--- config.mk ---
export PLATFORM = sky130hd
export DESIGN_NAME = cache_maint_ctrl
export DESIGN_NICKNAME = d
export VERILOG_FILES = /design/src/rtl/cmc_pkg.sv /design/src/rtl/cmc_rst_sync.sv /design/src/rtl/cmc_regbank.sv /design/src/rtl/cmc_inval_seq.sv /design/src/rtl/cmc_fault_arm.sv /design/src/rtl/cache_maint_ctrl.sv
export SDC_FILE = /design/constraint.sdc
export NUM_CORES = 1
export LEC_CHECK = 0
export BUFFER_PORTS_ARGS = -buffer_cell sky130_fd_sc_hd__buf_2
export CAP_MARGIN = 0
export CORE_UTILIZATION = 29
export DETAILED_ROUTE_END_ITERATION = 10
export PLACE_DENSITY = 0.79
export SLEW_MARGIN = 0
export SYNTH_ARGS = -nofsm -noshare
export SYNTH_HDL_FRONTEND = slang
export SYNTH_SLANG_ARGS = --single-unit
--- constraint.sdc ---
create_clock -name clk -period 3.05 [get_ports clk]
set_clock_uncertainty 0.1 [all_clocks]
set_input_delay 0.7625 -clock clk [delete_from_list [all_inputs] [get_ports clk]]
set_output_delay 0.7625 -clock clk [all_outputs]
set_load 0.02 [all_outputs]
--- src/rtl/cmc_pkg.sv ---
package cmc_pkg;
  // Field positions are software-visible and therefore fixed.
  localparam int unsigned POS_EN  = 15;
  localparam int unsigned POS_INV = 11;
  localparam int unsigned POS_COH = 10;
  localparam int unsigned POS_FLT = 0;

  // Decoded write strobe: hit plus the written value of each field.
  typedef struct packed {
    logic hit;
    logic en;
    logic inv;
    logic coh;
    logic flt;
  } cmc_wr_t;
endpackage

--- src/rtl/cmc_rst_sync.sv ---
module cmc_rst_sync #(
  parameter int unsigned STAGES = 2
) (
  input  logic clk,
  input  logic rst_n,
  output logic rst_sync_n
);
  logic [STAGES-1:0] sync_q;
  logic [STAGES-1:0] sync_d;

  always_comb begin
    sync_d = {sync_q[STAGES-2:0], 1'b1};
  end

  always_ff @(posedge clk or negedge rst_n) begin
    if (!rst_n) sync_q <= '0;
    else        sync_q <= sync_d;
  end

  assign rst_sync_n = sync_q[STAGES-1];
endmodule

--- src/rtl/cmc_regbank.sv ---
module cmc_regbank
  import cmc_pkg::*;
#(
  parameter int unsigned ADDR_W   = 16,
  parameter int unsigned DATA_W   = 32,
  parameter logic [ADDR_W-1:0] REG_ADDR = 16'h1E60
) (
  input  logic              clk,
  input  logic              rst_n,
  input  logic              bus_sel,
  input  logic              bus_wr,
  input  logic [ADDR_W-1:0] bus_addr,
  input  logic [DATA_W-1:0] bus_wdata,
  input  logic              manual_q,
  input  logic              armed_q,
  output logic [DATA_W-1:0] bus_rdata,
  output cmc_wr_t           wr,
  output logic              cache_en,
  output logic              coh_en,
  output logic              disable_evt
);
  logic addr_hit;
  logic en_q, en_d;
  logic coh_q, coh_d;
  logic unused_wdata;

  assign addr_hit = bus_sel && (bus_addr == REG_ADDR);
  assign unused_wdata = ^bus_wdata;

  always_comb begin
    wr.hit = addr_hit && bus_wr;
    wr.en  = bus_wdata[POS_EN];
    wr.inv = bus_wdata[POS_INV];
    wr.coh = bus_wdata[POS_COH];
    wr.flt = bus_wdata[POS_FLT];
  end

  // Next-state of the plain read/write fields.
  always_comb begin
    en_d  = en_q;
    coh_d = coh_q;
    if (wr.hit) begin
      en_d  = wr.en;
      coh_d = wr.coh;
    end
  end

  always_ff @(posedge clk or negedge rst_n) begin
    if (!rst_n) begin
      en_q  <= 1'b1;
      coh_q <= 1'b1;
    end else if (wr.hit) begin
      en_q  <= en_d;
      coh_q <= coh_d;
    end
  end

  // A 1 -> 0 transition of the enable starts a partial invalidation.
  assign disable_evt = wr.hit && en_q && !wr.en;
  assign cache_en    = en_q;
  assign coh_en      = coh_q;

  always_comb begin
    bus_rdata = '0;
    if (addr_hit && !bus_wr) begin
      bus_rdata[POS_EN]  = en_q;
      bus_rdata[POS_INV] = manual_q;
      bus_rdata[POS_COH] = coh_q;
      bus_rdata[POS_FLT] = armed_q;
    end
  end

  // a write to the enable field holds its value afterwards.
  p_en_follows_write_r7: assert property (@(posedge clk) disable iff (!rst_n)
    wr.hit |=> (en_q == $past(wr.en)));
  // a read not addressed to the block returns zero.
  p_idle_read_zero_r2: assert property (@(posedge clk) disable iff (!rst_n)
    !addr_hit |-> (bus_rdata == '0));
endmodule

--- src/rtl/cmc_inval_seq.sv ---
module cmc_inval_seq (
  input  logic clk,
  input  logic rst_n,
  input  logic set_manual,
  input  logic flash_evt,
  input  logic coh_en,
  input  logic disable_evt,
  input  logic inval_done,
  output logic inval_req,
  output logic manual_q
);
  logic busy_q, busy_d;
  logic manual_d;
  logic start;

  // Any trigger; while busy it merges into the running invalidation.
  assign start = set_manual || (flash_evt && coh_en) || disable_evt;

  always_comb begin
    busy_d   = start || (busy_q && !inval_done);
    manual_d = set_manual || (manual_q && !inval_done);
  end

  always_ff @(posedge clk or negedge rst_n) begin
    if (!rst_n) begin
      busy_q   <= 1'b1;
      manual_q <= 1'b1;
    end else begin
      busy_q   <= busy_d;
      manual_q <= manual_d;
    end
  end

  assign inval_req = busy_q;

  // the request is held until completion is seen.
  p_req_hold_r12: assert property (@(posedge clk) disable iff (!rst_n)
    (inval_req && !inval_done) |=> inval_req);
  // a pending manual bit always has a request behind it.
  p_manual_has_req_r3: assert property (@(posedge clk) disable iff (!rst_n)
    manual_q |-> inval_req);
  // an honoured flash event raises the request.
  p_flash_starts_r5: assert property (@(posedge clk) disable iff (!rst_n)
    (flash_evt && coh_en) |=> inval_req);
  // one completion ends a merged invalidation when nothing new comes.
  p_single_done_r8: assert property (@(posedge clk) disable iff (!rst_n)
    (inval_req && inval_done && !start) |=> !inval_req);
  // a set coinciding with completion keeps the bit.
  p_set_wins_r9: assert property (@(posedge clk) disable iff (!rst_n)
    (set_manual && inval_done) |=> (manual_q && inval_req));
endmodule

--- src/rtl/cmc_fault_arm.sv ---
module cmc_fault_arm (
  input  logic clk,
  input  logic rst_n,
  input  logic set_flt,
  input  logic access_strobe,
  output logic fault_req,
  output logic integrity_evt,
  output logic armed_q
);
  logic armed_d;
  logic evt_q, evt_d;
  logic consume;

  assign consume = access_strobe && armed_q;

  always_comb begin
    armed_d = set_flt || (armed_q && !access_strobe);
    evt_d   = consume;
  end

  always_ff @(posedge clk or negedge rst_n) begin
    if (!rst_n) begin
      armed_q <= 1'b1;
      evt_q   <= 1'b0;
    end else begin
      armed_q <= armed_d;
      evt_q   <= evt_d;
    end
  end

  assign fault_req     = consume;
  assign integrity_evt = evt_q;

  // the event follows exactly a consuming access.
  p_evt_after_consume_r10: assert property (@(posedge clk) disable iff (!rst_n)
    integrity_evt |-> $past(fault_req));
  // without a re-arm, a consumed fault is gone.
  p_fault_once_r10: assert property (@(posedge clk) disable iff (!rst_n)
    (fault_req && !set_flt) |=> !armed_q);
  // re-arm in the consuming cycle survives.
  p_rearm_wins_r11: assert property (@(posedge clk) disable iff (!rst_n)
    set_flt |=> armed_q);
endmodule

--- src/rtl/cache_maint_ctrl.sv ---
module cache_maint_ctrl
  import cmc_pkg::*;
#(
  parameter int unsigned ADDR_W   = 16,
  parameter int unsigned DATA_W   = 32,
  parameter logic [ADDR_W-1:0] REG_ADDR = 16'h1E60,
  parameter int unsigned SYNC_STAGES = 2
) (
  input  logic              clk,
  input  logic              rst_n,
  input  logic              bus_sel,
  input  logic              bus_wr,
  input  logic [ADDR_W-1:0] bus_addr,
  input  logic [DATA_W-1:0] bus_wdata,
  output logic [DATA_W-1:0] bus_rdata,
  input  logic              flash_evt,
  input  logic              inval_done,
  input  logic              access_strobe,
  output logic              cache_en,
  output logic              inval_req,
  output logic              keep_first_slice,
  output logic              fault_req,
  output logic              integrity_evt
);
  logic    rst_sync_n;
  cmc_wr_t wr;
  logic    coh_en;
  logic    disable_evt;
  logic    manual_q;
  logic    armed_q;

  cmc_rst_sync #(.STAGES(SYNC_STAGES)) u_rst_sync (
    .clk        (clk),
    .rst_n      (rst_n),
    .rst_sync_n (rst_sync_n)
  );

  cmc_regbank #(.ADDR_W(ADDR_W), .DATA_W(DATA_W), .REG_ADDR(REG_ADDR)) u_regbank (
    .clk         (clk),
    .rst_n       (rst_sync_n),
    .bus_sel     (bus_sel),
    .bus_wr      (bus_wr),
    .bus_addr    (bus_addr),
    .bus_wdata   (bus_wdata),
    .manual_q    (manual_q),
    .armed_q     (armed_q),
    .bus_rdata   (bus_rdata),
    .wr          (wr),
    .cache_en    (cache_en),
    .coh_en      (coh_en),
    .disable_evt (disable_evt)
  );

  cmc_inval_seq u_inval_seq (
    .clk         (clk),
    .rst_n       (rst_sync_n),
    .set_manual  (wr.hit && wr.inv),
    .flash_evt   (flash_evt),
    .coh_en      (coh_en),
    .disable_evt (disable_evt),
    .inval_done  (inval_done),
    .inval_req   (inval_req),
    .manual_q    (manual_q)
  );

  cmc_fault_arm u_fault_arm (
    .clk           (clk),
    .rst_n         (rst_sync_n),
    .set_flt       (wr.hit && wr.flt),
    .access_strobe (access_strobe),
    .fault_req     (fault_req),
    .integrity_evt (integrity_evt),
    .armed_q       (armed_q)
  );

  assign keep_first_slice = !cache_en;

  // turning the cache off requests a partial invalidation.
  p_disable_starts_r7: assert property (@(posedge clk) disable iff (!rst_sync_n)
    (bus_sel && bus_wr && (bus_addr == REG_ADDR) && cache_en && !bus_wdata[POS_EN])
      |=> (inval_req && keep_first_slice));
  // completion without a new manual set clears the manual bit.
  p_done_clears_manual_r6: assert property (@(posedge clk) disable iff (!rst_sync_n)
    (inval_done && !(bus_sel && bus_wr && (bus_addr == REG_ADDR) && bus_wdata[POS_INV]))
      |=> !manual_q);
endmodule

==> key figures <==
Setup path
  – Reg2reg setup slack: between 2000 and 2500 ps
  – Reg-to-Reg Start: u_fault_arm.armed_q
  – Crit path DAT: approximately 2100 ps
  – CP max FO: 4
  – CP required: 2190 ps
  – Crit end category: output pin
  – R2R depth: 2
  – RR Endpoint: u_fault_arm.armed_q
  – Worst Setup Start Kind: input port
  – CP Class: in -> out

Yosys
  – Synth area leader: buf_4
  – Register bit total from synthesis: 8
  – Top cells by count, synth: buf_4 (28), inv_1 (6), and2_1 (5), dfstp_2 (5), dfrtp_1 (3)
  – Top-count cell post-synth: buf_4
  – Area share of the largest cell type after synthesis: 0.332
  – Async S/R FF share, synth: 1.00
  – Synth cell types: 21
  – Sequential fraction of the synthesis area: 0.326
  – Cell count after synthesis: 64
  – Most used DFF post-synth: dfstp_2
  – Avg Synthesized Cell Area: about 10 sq um
  – Ys Warns: 0
  – Number of enable flip-flop cells after synthesis: 0
  – Top cells by area, synth: buf_4 (33%), dfstp_2 (21%), dfrtp_1 (12%), and2_1 (4.9%), inv_1 (3.6%)
  – Synthesized area: between 600 and 700 sq um

Detailed routing
  – ANT nets after route: 0
  – Via-to-Cell Ratio: around 3.8
  – Post-route DRC: 0
  – Final WL: between 1 and 1.5 mm
  – Routed len/inst: roughly 8.4 um
  – DR vias: 491
  – 1st-iter DRT viols: 3
  – Pre-antenna DRT Iters: 3

Run status
  – Failing checks: hold timing
  – Status: finished, violations left

Global routing
  – Vias in the first global route: 426
  – GRT Util Overall: 0.102
  – Largest net degree at the start of global routing: 7
  – First-pass GRT wire length: between 1.5 and 2 mm
  – Initial antenna violation count: 0
  – Total gr overflow: 0

Clock tree
  – CTS clk-pin slew, worst paths: approximately 60 ps
  – Clock buffer depth: 2
  – # clock sinks: 8
  – CTS tree: yes
  – Clk_lat worst skew: approximately 250 ps
  – H-tree levels: 1
  – Cts bufs inserted: 3
  – Root Buffer: clkbuf_4

STA
  – Final hold viol count: 1
  – RSZ-0062 raised after global routing: yes
  – Hold_ws: -6.69 ps
  – Clock period minus worst slack: between 2000 and 3000 ps
  – Crit share post-route: 0.978
  – Max Fclk: 335 MHz
  – Final setup fails: 0
  – Pins over their slew limit: 0

Place
  – Area post-placement: approximately 740 sq um
  – Placed Cells: between 100 and 150
  – HPWL Detailed: ~940 um
  – Number of port buffers: 35
  – Gp weighted congestion: 0.687

Power and ir drop
  – Worst VDD drop: 0.166 mV
  – Pwr/cell area: about 310 nW/um^2
  – P_leak: between 0.4 and 0.5 nW

Floorplanning
  – Effective utilization at floorplan: 0.316
  – Die Height: 48.7 um
  – FP Rows: 16
  – Core Footprint: 2000 sq um
  – I/O Pins: between 90 and 100
  – Chip width: slightly below 50 um
  – Die Footprint: 2370 sq um

Cells and area
  – Diode count: 0
  – Design area: 792 sq um
  – Post-Layout Cell Count: 130
  – Fill cells: roughly 210
  – Layout net count: 159
  – Area Overhead vs Synth: 25.1%
  – Final core utilization: 0.396
  – Proportion of layout cells with a drive suffix above 1: 0.476

Worst hold path
  – Worst min path class: reg -> async

Job
  – Max-Cap Viols: 0
cell families after synthesis:
logic type | after synthesis | synth area share
multiplexers | 2 | 0.0395
buffers and inverters | 34 | 0.368
AND/OR/NAND/NOR | 13 | 0.204
other | 2 | 0.0119
flip-flops | 8 | 0.326
AO/OA/AOI/OAI | 5 | 0.0514
routing by layer:
layer  routed length, um  global-route usage  up-vias
li1                    -                   -      233
met1                 401               0.116      216
met2                 558               0.169       42
met3                 130              0.0472        0
met4                   0              0.0294        0
met5                   0                   0        -
power breakdown:
part	switching (mW)	total (mW)	internal (mW)
clock network	0.0344	0.0844	0.0499
registers	0.00158	0.110	0.108
logic	0.0393	0.0538	0.0145
worst max-delay path, stage by stage:
cell	delay, ps
buf_2	100
or4b_4	540
nor4_4	240
and3_4	230
and2_1	140
buf_6	120
state kept, by name, summed over array words and instances (netlist names):
signal,cells
u_fault_arm.armed_q,1
u_fault_arm.integrity_evt,1
u_inval_seq.inval_req,1
u_inval_seq.manual_q,1
u_regbank.cache_en,1
u_regbank.coh_en,1
u_rst_sync.sync_q,2
layout by cell type (no fill, tap or decap):
cell type and instances:
dfrtp_1 3, conb_1 29, nor4bb_1 1, buf_4 2
clkbuf_1 1, dfstp_2 5, nor4b_1 1, and3_4 1
mux2_4 1, and2_1 5, or4b_4 1, clkbuf_4 3
nand4b_1 1, a22oi_1 1, nor4_4 1, mux2i_1 1
o21ai_1 1, nand3_4 1, o22ai_1 1, and4b_1 1
buf_2 31, buf_6 3, inv_1 6, o2bb2ai_1 1
a21oi_1 1
area by class of cell:
class,instances,area (sq um),share of cell area
clock buffer,4,26.3,0.0332
sequential,8,206,0.261
tap,27,33.8,0.0427
timing repair buffer,36,204,0.258
inverter,6,22.5,0.0284
multi-input combinational,49,299,0.378
timing repair:
action | CTS | global route
endpoints found under the setup margin | 0 | 4
hold buffers | 0 | 0
setup buffers | 0 | 0
hold endpoints to repair | 0 | 0
resized for setup | 0 | 8
stage by stage:
stage,setup TNS [ps],total power [mW],hold slack [ps],setup WS (ps)
after floorplan,0,0.173,-36.2,152
after global placement,0,0.163,-10.4,24.3
after detailed placement,0,0.164,0.0416,17.2
after CTS,0,0.253,4.66,20.9
after global routing,-51.5,0.266,22.7,-23.9
final,0,0.248,-6.69,66.9
worst max-delay path by stage:
stage           startpoint             to  slack, ps  cells past startpoint
2_1_floorplan  bus_addr[1]   bus_rdata[0]        150                      4
3_3_place_gp   bus_addr[1]  bus_rdata[11]         20                      6
3_5_place_dp   bus_addr[1]  bus_rdata[15]         20                      6
4_1_cts        bus_addr[1]  bus_rdata[15]         20                      6
5_1_grt        bus_addr[1]  bus_rdata[15]        -20                      6
6_report       bus_addr[1]  bus_rdata[15]         70                      6
Power figures use the tool's default switching activity.
